<file path="config.mk">
export PLATFORM = sky130hd
export DESIGN_NAME = nand_bus_decoder
export DESIGN_NICKNAME = d
export VERILOG_FILES = /design/src/rtl/nbd_pkg.sv /design/src/rtl/nbd_sync.sv /design/src/rtl/nbd_classify.sv /design/src/rtl/nbd_track.sv /design/src/rtl/nand_bus_decoder.sv
export SDC_FILE = /design/constraint.sdc
export NUM_CORES = 1
export LEC_CHECK = 0
export BUFFER_PORTS_ARGS = -buffer_cell sky130_fd_sc_hd__buf_4
export CORE_MARGIN = 5
export CORE_UTILIZATION = 45
export CTS_BUF_LIST = sky130_fd_sc_hd__clkbuf_4 sky130_fd_sc_hd__clkbuf_8 sky130_fd_sc_hd__clkbuf_16
export DETAILED_ROUTE_END_ITERATION = 7
export PLACE_DENSITY = 0.79
export SLEW_MARGIN = 20
export SYNTH_ARGS = -nofsm -noshare
export SYNTH_HDL_FRONTEND = slang
export SYNTH_HIERARCHICAL = 1
export SYNTH_SLANG_ARGS = --single-unit
export TNS_END_PERCENT = 5
</file>
<file path="constraint.sdc">
create_clock -name clk -period 2.35 [get_ports clk]
set_input_delay 0.47 -clock clk [delete_from_list [all_inputs] [get_ports clk]]
set_output_delay 0.47 -clock clk [all_outputs]
set_load 0.01 [all_outputs]
</file>
<file path="src/rtl/nbd_pkg.sv">
package nbd_pkg;

  typedef enum logic [2:0] {
    CYC_NONE,
    CYC_CMD,
    CYC_ADDR,
    CYC_DATA,
    CYC_BAD
  } cyc_e;

  // Sort a bus edge by its control levels (active-low nce/nre).
  function automatic cyc_e decode_cycle(input logic nce, input logic cle,
                                        input logic ale, input logic nre);
    cyc_e k;
    k = CYC_NONE;
    if (!nce) begin
      if (cle && ale)        k = CYC_BAD;
      else if (cle)          k = CYC_CMD;
      else if (ale && nre)   k = CYC_ADDR;
      else if (!ale && nre)  k = CYC_DATA;
    end
    return k;
  endfunction

  // Increment that sticks at a ceiling.
  function automatic logic [15:0] sat_inc(input logic [15:0] v, input logic [15:0] top);
    return (v >= top) ? top : v + 16'd1;
  endfunction

  // Column past the end of the page for the current bus width.
  function automatic logic col_over(input logic [15:0] col, input logic wide,
                                    input logic [15:0] page_units);
    logic [15:0] lim;
    lim = wide ? (page_units >> 1) : page_units;
    return col >= lim;
  endfunction

endpackage

</file>
<file path="src/rtl/nbd_sync.sv">
module nbd_sync #(
  parameter int unsigned W      = 8,
  parameter int unsigned STAGES = 2,
  parameter logic [W-1:0] RST_VAL = '0
) (
  input  logic         clk,
  input  logic         rst_n,
  input  logic [W-1:0] d_i,
  output logic [W-1:0] q_o
);
  logic [W-1:0] stage_q [STAGES];

  for (genvar s = 0; s < STAGES; s++) begin : g_stage
    always_ff @(posedge clk or negedge rst_n) begin
      if (!rst_n)      stage_q[s] <= RST_VAL;
      else if (s == 0) stage_q[s] <= d_i;
      else             stage_q[s] <= stage_q[s-1];
    end
  end

  assign q_o = stage_q[STAGES-1];
endmodule

</file>
<file path="src/rtl/nbd_classify.sv">
module nbd_classify
  import nbd_pkg::*;
(
  input  logic clk,
  input  logic rst_n,
  input  logic nwe_s,
  input  logic nce_s,
  input  logic cle_s,
  input  logic ale_s,
  input  logic nre_s,
  output logic we_rise,
  output cyc_e cyc
);
  logic nwe_prev_q;

  always_ff @(posedge clk or negedge rst_n) begin
    if (!rst_n) nwe_prev_q <= 1'b1;
    else        nwe_prev_q <= nwe_s;
  end

  assign we_rise = nwe_s && !nwe_prev_q;
  assign cyc     = we_rise ? decode_cycle(nce_s, cle_s, ale_s, nre_s) : CYC_NONE;
endmodule

</file>
<file path="src/rtl/nbd_track.sv">
module nbd_track
  import nbd_pkg::*;
#(
  parameter int unsigned IO_W       = 16,
  parameter int unsigned COL_W      = 12,
  parameter int unsigned IDX_W      = 3,
  parameter int unsigned PAGE_UNITS = 2112,
  parameter int unsigned LOAD_POS   = 4
) (
  input  logic             clk,
  input  logic             rst_n,
  input  cyc_e             cyc,
  input  logic [IO_W-1:0]  io_s,
  input  logic             wide_s,
  output logic             cmd_stb,
  output logic [7:0]       cmd_byte,
  output logic             addr_stb,
  output logic [IDX_W-1:0] addr_idx,
  output logic [7:0]       addr_byte,
  output logic             din_stb,
  output logic [COL_W-1:0] din_col,
  output logic [IO_W-1:0]  din_data,
  output logic             col_err,
  output logic             illegal,
  output logic [IDX_W-1:0] addr_cnt,
  output logic [COL_W-1:0] col_cnt
);
  localparam int unsigned HI_W = COL_W - 8;
  localparam logic [15:0] IDX_TOP = 16'((1 << IDX_W) - 1);
  localparam logic [15:0] COL_TOP = 16'((1 << COL_W) - 1);

  logic [7:0]      col_lo_q;
  logic [HI_W-1:0] col_hi_q;
  logic [IO_W-1:0] data_word;

  assign data_word = wide_s ? io_s : {{(IO_W-8){1'b0}}, io_s[7:0]};

  always_ff @(posedge clk or negedge rst_n) begin
    if (!rst_n) begin
      cmd_stb   <= 1'b0;
      cmd_byte  <= '0;
      addr_stb  <= 1'b0;
      addr_idx  <= '0;
      addr_byte <= '0;
      din_stb   <= 1'b0;
      din_col   <= '0;
      din_data  <= '0;
      col_err   <= 1'b0;
      illegal   <= 1'b0;
      addr_cnt  <= '0;
      col_cnt   <= '0;
      col_lo_q  <= '0;
      col_hi_q  <= '0;
    end else begin
      cmd_stb  <= 1'b0;
      addr_stb <= 1'b0;
      din_stb  <= 1'b0;
      col_err  <= 1'b0;
      illegal  <= 1'b0;
      unique case (cyc)
        CYC_CMD: begin
          cmd_stb  <= 1'b1;
          cmd_byte <= io_s[7:0];
          addr_cnt <= '0;
        end
        CYC_ADDR: begin
          addr_stb  <= 1'b1;
          addr_idx  <= addr_cnt;
          addr_byte <= io_s[7:0];
          addr_cnt  <= IDX_W'(sat_inc(16'(addr_cnt), IDX_TOP));
          if (addr_cnt == IDX_W'(0)) col_lo_q <= io_s[7:0];
          if (addr_cnt == IDX_W'(1)) col_hi_q <= io_s[HI_W-1:0];
          if (addr_cnt == IDX_W'(LOAD_POS)) col_cnt <= {col_hi_q, col_lo_q};
        end
        CYC_DATA: begin
          din_stb  <= 1'b1;
          din_col  <= col_cnt;
          din_data <= data_word;
          col_err  <= col_over(16'(col_cnt), wide_s, 16'(PAGE_UNITS));
          col_cnt  <= COL_W'(sat_inc(16'(col_cnt), COL_TOP));
        end
        CYC_BAD: illegal <= 1'b1;
        default: ;
      endcase
    end
  end
endmodule

</file>
<file path="src/rtl/nand_bus_decoder.sv">
module nand_bus_decoder
  import nbd_pkg::*;
#(
  parameter int unsigned IO_W       = 16,
  parameter int unsigned COL_W      = 12,
  parameter int unsigned IDX_W      = 3,
  parameter int unsigned PAGE_UNITS = 2112,
  parameter int unsigned SYNC_STG   = 2
) (
  input  logic             clk,
  input  logic             rst_n,
  input  logic             wide_i,
  input  logic             nce_i,
  input  logic             cle_i,
  input  logic             ale_i,
  input  logic             nre_i,
  input  logic             nwe_i,
  input  logic [IO_W-1:0]  io_i,
  output logic             cmd_stb_o,
  output logic [7:0]       cmd_byte_o,
  output logic             addr_stb_o,
  output logic [IDX_W-1:0] addr_idx_o,
  output logic [7:0]       addr_byte_o,
  output logic             din_stb_o,
  output logic [COL_W-1:0] din_col_o,
  output logic [IO_W-1:0]  din_data_o,
  output logic             col_err_o,
  output logic             illegal_o
);
  localparam int unsigned SW = IO_W + 6;
  localparam logic [SW-1:0] SYNC_RST = {1'b0, 1'b1, 1'b0, 1'b0, 1'b1, 1'b1, {IO_W{1'b0}}};

  logic [SW-1:0]    pins_s;
  logic [IO_W-1:0]  io_s;
  logic             wide_s, nce_s, cle_s, ale_s, nre_s, nwe_s;
  logic             we_rise;
  cyc_e             cyc;
  logic [IDX_W-1:0] addr_cnt;
  logic [COL_W-1:0] col_cnt;

  nbd_sync #(.W(SW), .STAGES(SYNC_STG), .RST_VAL(SYNC_RST)) u_sync (
    .clk(clk), .rst_n(rst_n),
    .d_i({wide_i, nce_i, cle_i, ale_i, nre_i, nwe_i, io_i}),
    .q_o(pins_s)
  );
  assign {wide_s, nce_s, cle_s, ale_s, nre_s, nwe_s, io_s} = pins_s;

  nbd_classify u_cls (
    .clk(clk), .rst_n(rst_n), .nwe_s(nwe_s), .nce_s(nce_s), .cle_s(cle_s),
    .ale_s(ale_s), .nre_s(nre_s), .we_rise(we_rise), .cyc(cyc)
  );

  nbd_track #(.IO_W(IO_W), .COL_W(COL_W), .IDX_W(IDX_W), .PAGE_UNITS(PAGE_UNITS)) u_trk (
    .clk(clk), .rst_n(rst_n), .cyc(cyc), .io_s(io_s), .wide_s(wide_s),
    .cmd_stb(cmd_stb_o), .cmd_byte(cmd_byte_o), .addr_stb(addr_stb_o),
    .addr_idx(addr_idx_o), .addr_byte(addr_byte_o), .din_stb(din_stb_o),
    .din_col(din_col_o), .din_data(din_data_o), .col_err(col_err_o),
    .illegal(illegal_o), .addr_cnt(addr_cnt), .col_cnt(col_cnt)
  );
endmodule

</file>
==> out/results.tsv <==
metric	value	unit
pwr-share-comb	10.3	%
failed_checks	setup timing	
synthCells	431	
drc_errors	0	
core	10700	sq um
start_kind	register	
timing.final.crit_share	101	%
io_buffers	75	
p_sw	1.44	mW
h-tree-depth	4	
wl_per_cell	16.3	um
ios	76	
final.setup.worst_slack	-0.0212	ns
critical-path-top-delay-family	simple AND/OR/NAND/NOR gates	
p_leak	3.20	nW
switching_share	22.9	%
period_minus_slack	2.37	ns
gr-total-overflow	0	
antenna_found_initial	0	
grt_pass1_wl	17.9	mm
syn_area	4850	sq um
grt_max_degree	49	
die_area	13000	sq um
crit_path_end_kind	register	
p_per_area	999	nW/um^2
finalHoldViolCount	0	
seqPwrFrac	41.9	%
worstSkewPairLatency	0.51	ns
cts.path.max_buffers	2	
rows	38	
syn_area_per_cell	11.3	sq um
ant_nets	0	
p_int	4.85	mW
areaGrowthSynthToFinish	29.8	%
layout_common_cells	nand2_1 (135), dfrtp_1 (117), buf_4 (93), clkbuf_16 (16), nand3_1 (15)	
worst-path-max-fanout	6	
start_util	45.4	%
clock_power_share	47.8	%
drtIter0Drc	224	
slowest_delay	0.53	ns
place_hpwl	6.95	mm
yosys_warnings	6	
cp.required	2.78	ns
gp_congestion	0.830	
grtUsageTotal	17.6	%
cts_root_buffer	clkbuf_8	
syn_nets	465	
layout.nets	542	
slew_violations	0	
die_x	114	um
grt_pass1_vias	3592	
clock-sinks	124	
clkTransAtPathRegs	0.06	ns
cts_tree	yes	
path_cells	or3b_4, nor3b_4, buf_6, nand2b_1, or2_4, buf_4, o21ai_0, a21boi_1	
die_h	114	um
crit_arrival	2.80	ns
pre_cts_slack	0.0316	ns
tightest_slew	0.481	ns
fin_tns_setup	-0.0212	ns
final_util	58.9	%
drt_wl_total	10.8	mm
maxSlewHeadroom	67.9	%
firstDrtPassIters	5	
hp-class	input port to register	
cp_slowest_cell	dfstp_2	
crit_buf_inv	2	
max-cap-violations	0	
vias	3447	
finalSetupViolations	1	
antennaDiodeCount	0	
fin_worst_skew	0.00824	ns
path_class	register to register	
ir_drop	0.583	mV
fmax	0.422	GHz
final_common_cell	nand2_1	
status	finished with violations	
final_layout_size_suffix_gt1_share	32.8	%
numCtsBuffers	17	
via_per_inst	5.21	
## area by class of cell
| type | count | area, sq um |
|---|---|---|
| clock inverter | 11 | 238 |
| multi-input combinational | 255 | 1490 |
| timing repair buffer | 100 | 781 |
| sequential | 124 | 3110 |
| inverter | 10 | 42.5 |
| fill | 838 | 4400 |
| tap | 140 | 175 |
| clock buffer | 21 | 457 |
## metrics by stage
stage | total power, mW | cells | hold WS [ns] | instance area [sq um]
after detailed placement | 3.30 | 621 | 0.335 | 5500
after global routing | 6.58 | 661 | 0.0332 | 6300
after CTS | 6.34 | 654 | 0.0373 | 6200
after floorplan | 2.97 | 431 | 0.174 | 4860
after global placement | 3.25 | 621 | 0.332 | 5500
final | 6.29 | 661 | 0.0625 | 6300
## registers in the layout (all words and copies together) (netlist names), 4 cells and up
register,flops
u_sync/q_o,22
u_trk/addr_byte,8
u_trk/col_cnt,12
u_trk/col_lo_q,8
u_trk/col_hi_q,4
u_sync/stage_q,22
u_trk/cmd_byte,8
u_trk/din_data,16
u_trk/din_col,12
## power by group through the flow
stage	clock network, mW	logic, mW	registers, mW
2_1_floorplan	0	0.374	2.60
3_5_place_dp	0	0.638	2.66
4_1_cts	3.06	0.647	2.63
3_3_place_gp	0	0.609	2.64
5_1_grt	3.17	0.728	2.67
6_report	3.01	0.647	2.64
## routing by layer
metal | track usage (%) | share of wire [%] | wire length, um
met2 | 28.5 | 51 | 5460
met5 | 0 | 0 | 0
met1 | 23.0 | 41 | 4430
met4 | 4.59 | 1.4 | 146
met3 | 5.94 | 6.9 | 745
## path summary, 6_finish.rpt
| kind | endpoint | depth (start not counted) | slack, ns | startpoint |
|---|---|---|---|---|
| setup / recovery | u_trk/col_cnt[5] | 8 | -0.02 | u_sync/q_o[16] |
| hold / removal | u_sync/stage_q[43] | 1 | 0.06 | wide_i |
| setup reg to reg | u_trk/col_cnt[5] | 8 | -0.02 | u_sync/q_o[16] |
| hold reg to reg | u_sync/q_o[13] | 0 | 0.35 | u_sync/stage_q[35] |
| max in group asynchronous | u_sync/q_o[20] | 3 | 1.23 | rst_n |
| min in group asynchronous | u_sync/stage_q[24] | 2 | 0.46 | rst_n |
## what timing repair did
action                                  4_1_cts  5_1_grt
gates cloned                                  0        1
endpoints found under the setup margin        2       31
endpoints found under the hold margin        35        0
hold buffers                                  1        0
gates resized for setup                       1       15
pin swaps                                     0        1
buffers inserted                              0        6
No activity file was read; power rests on OpenSTA's default activity.
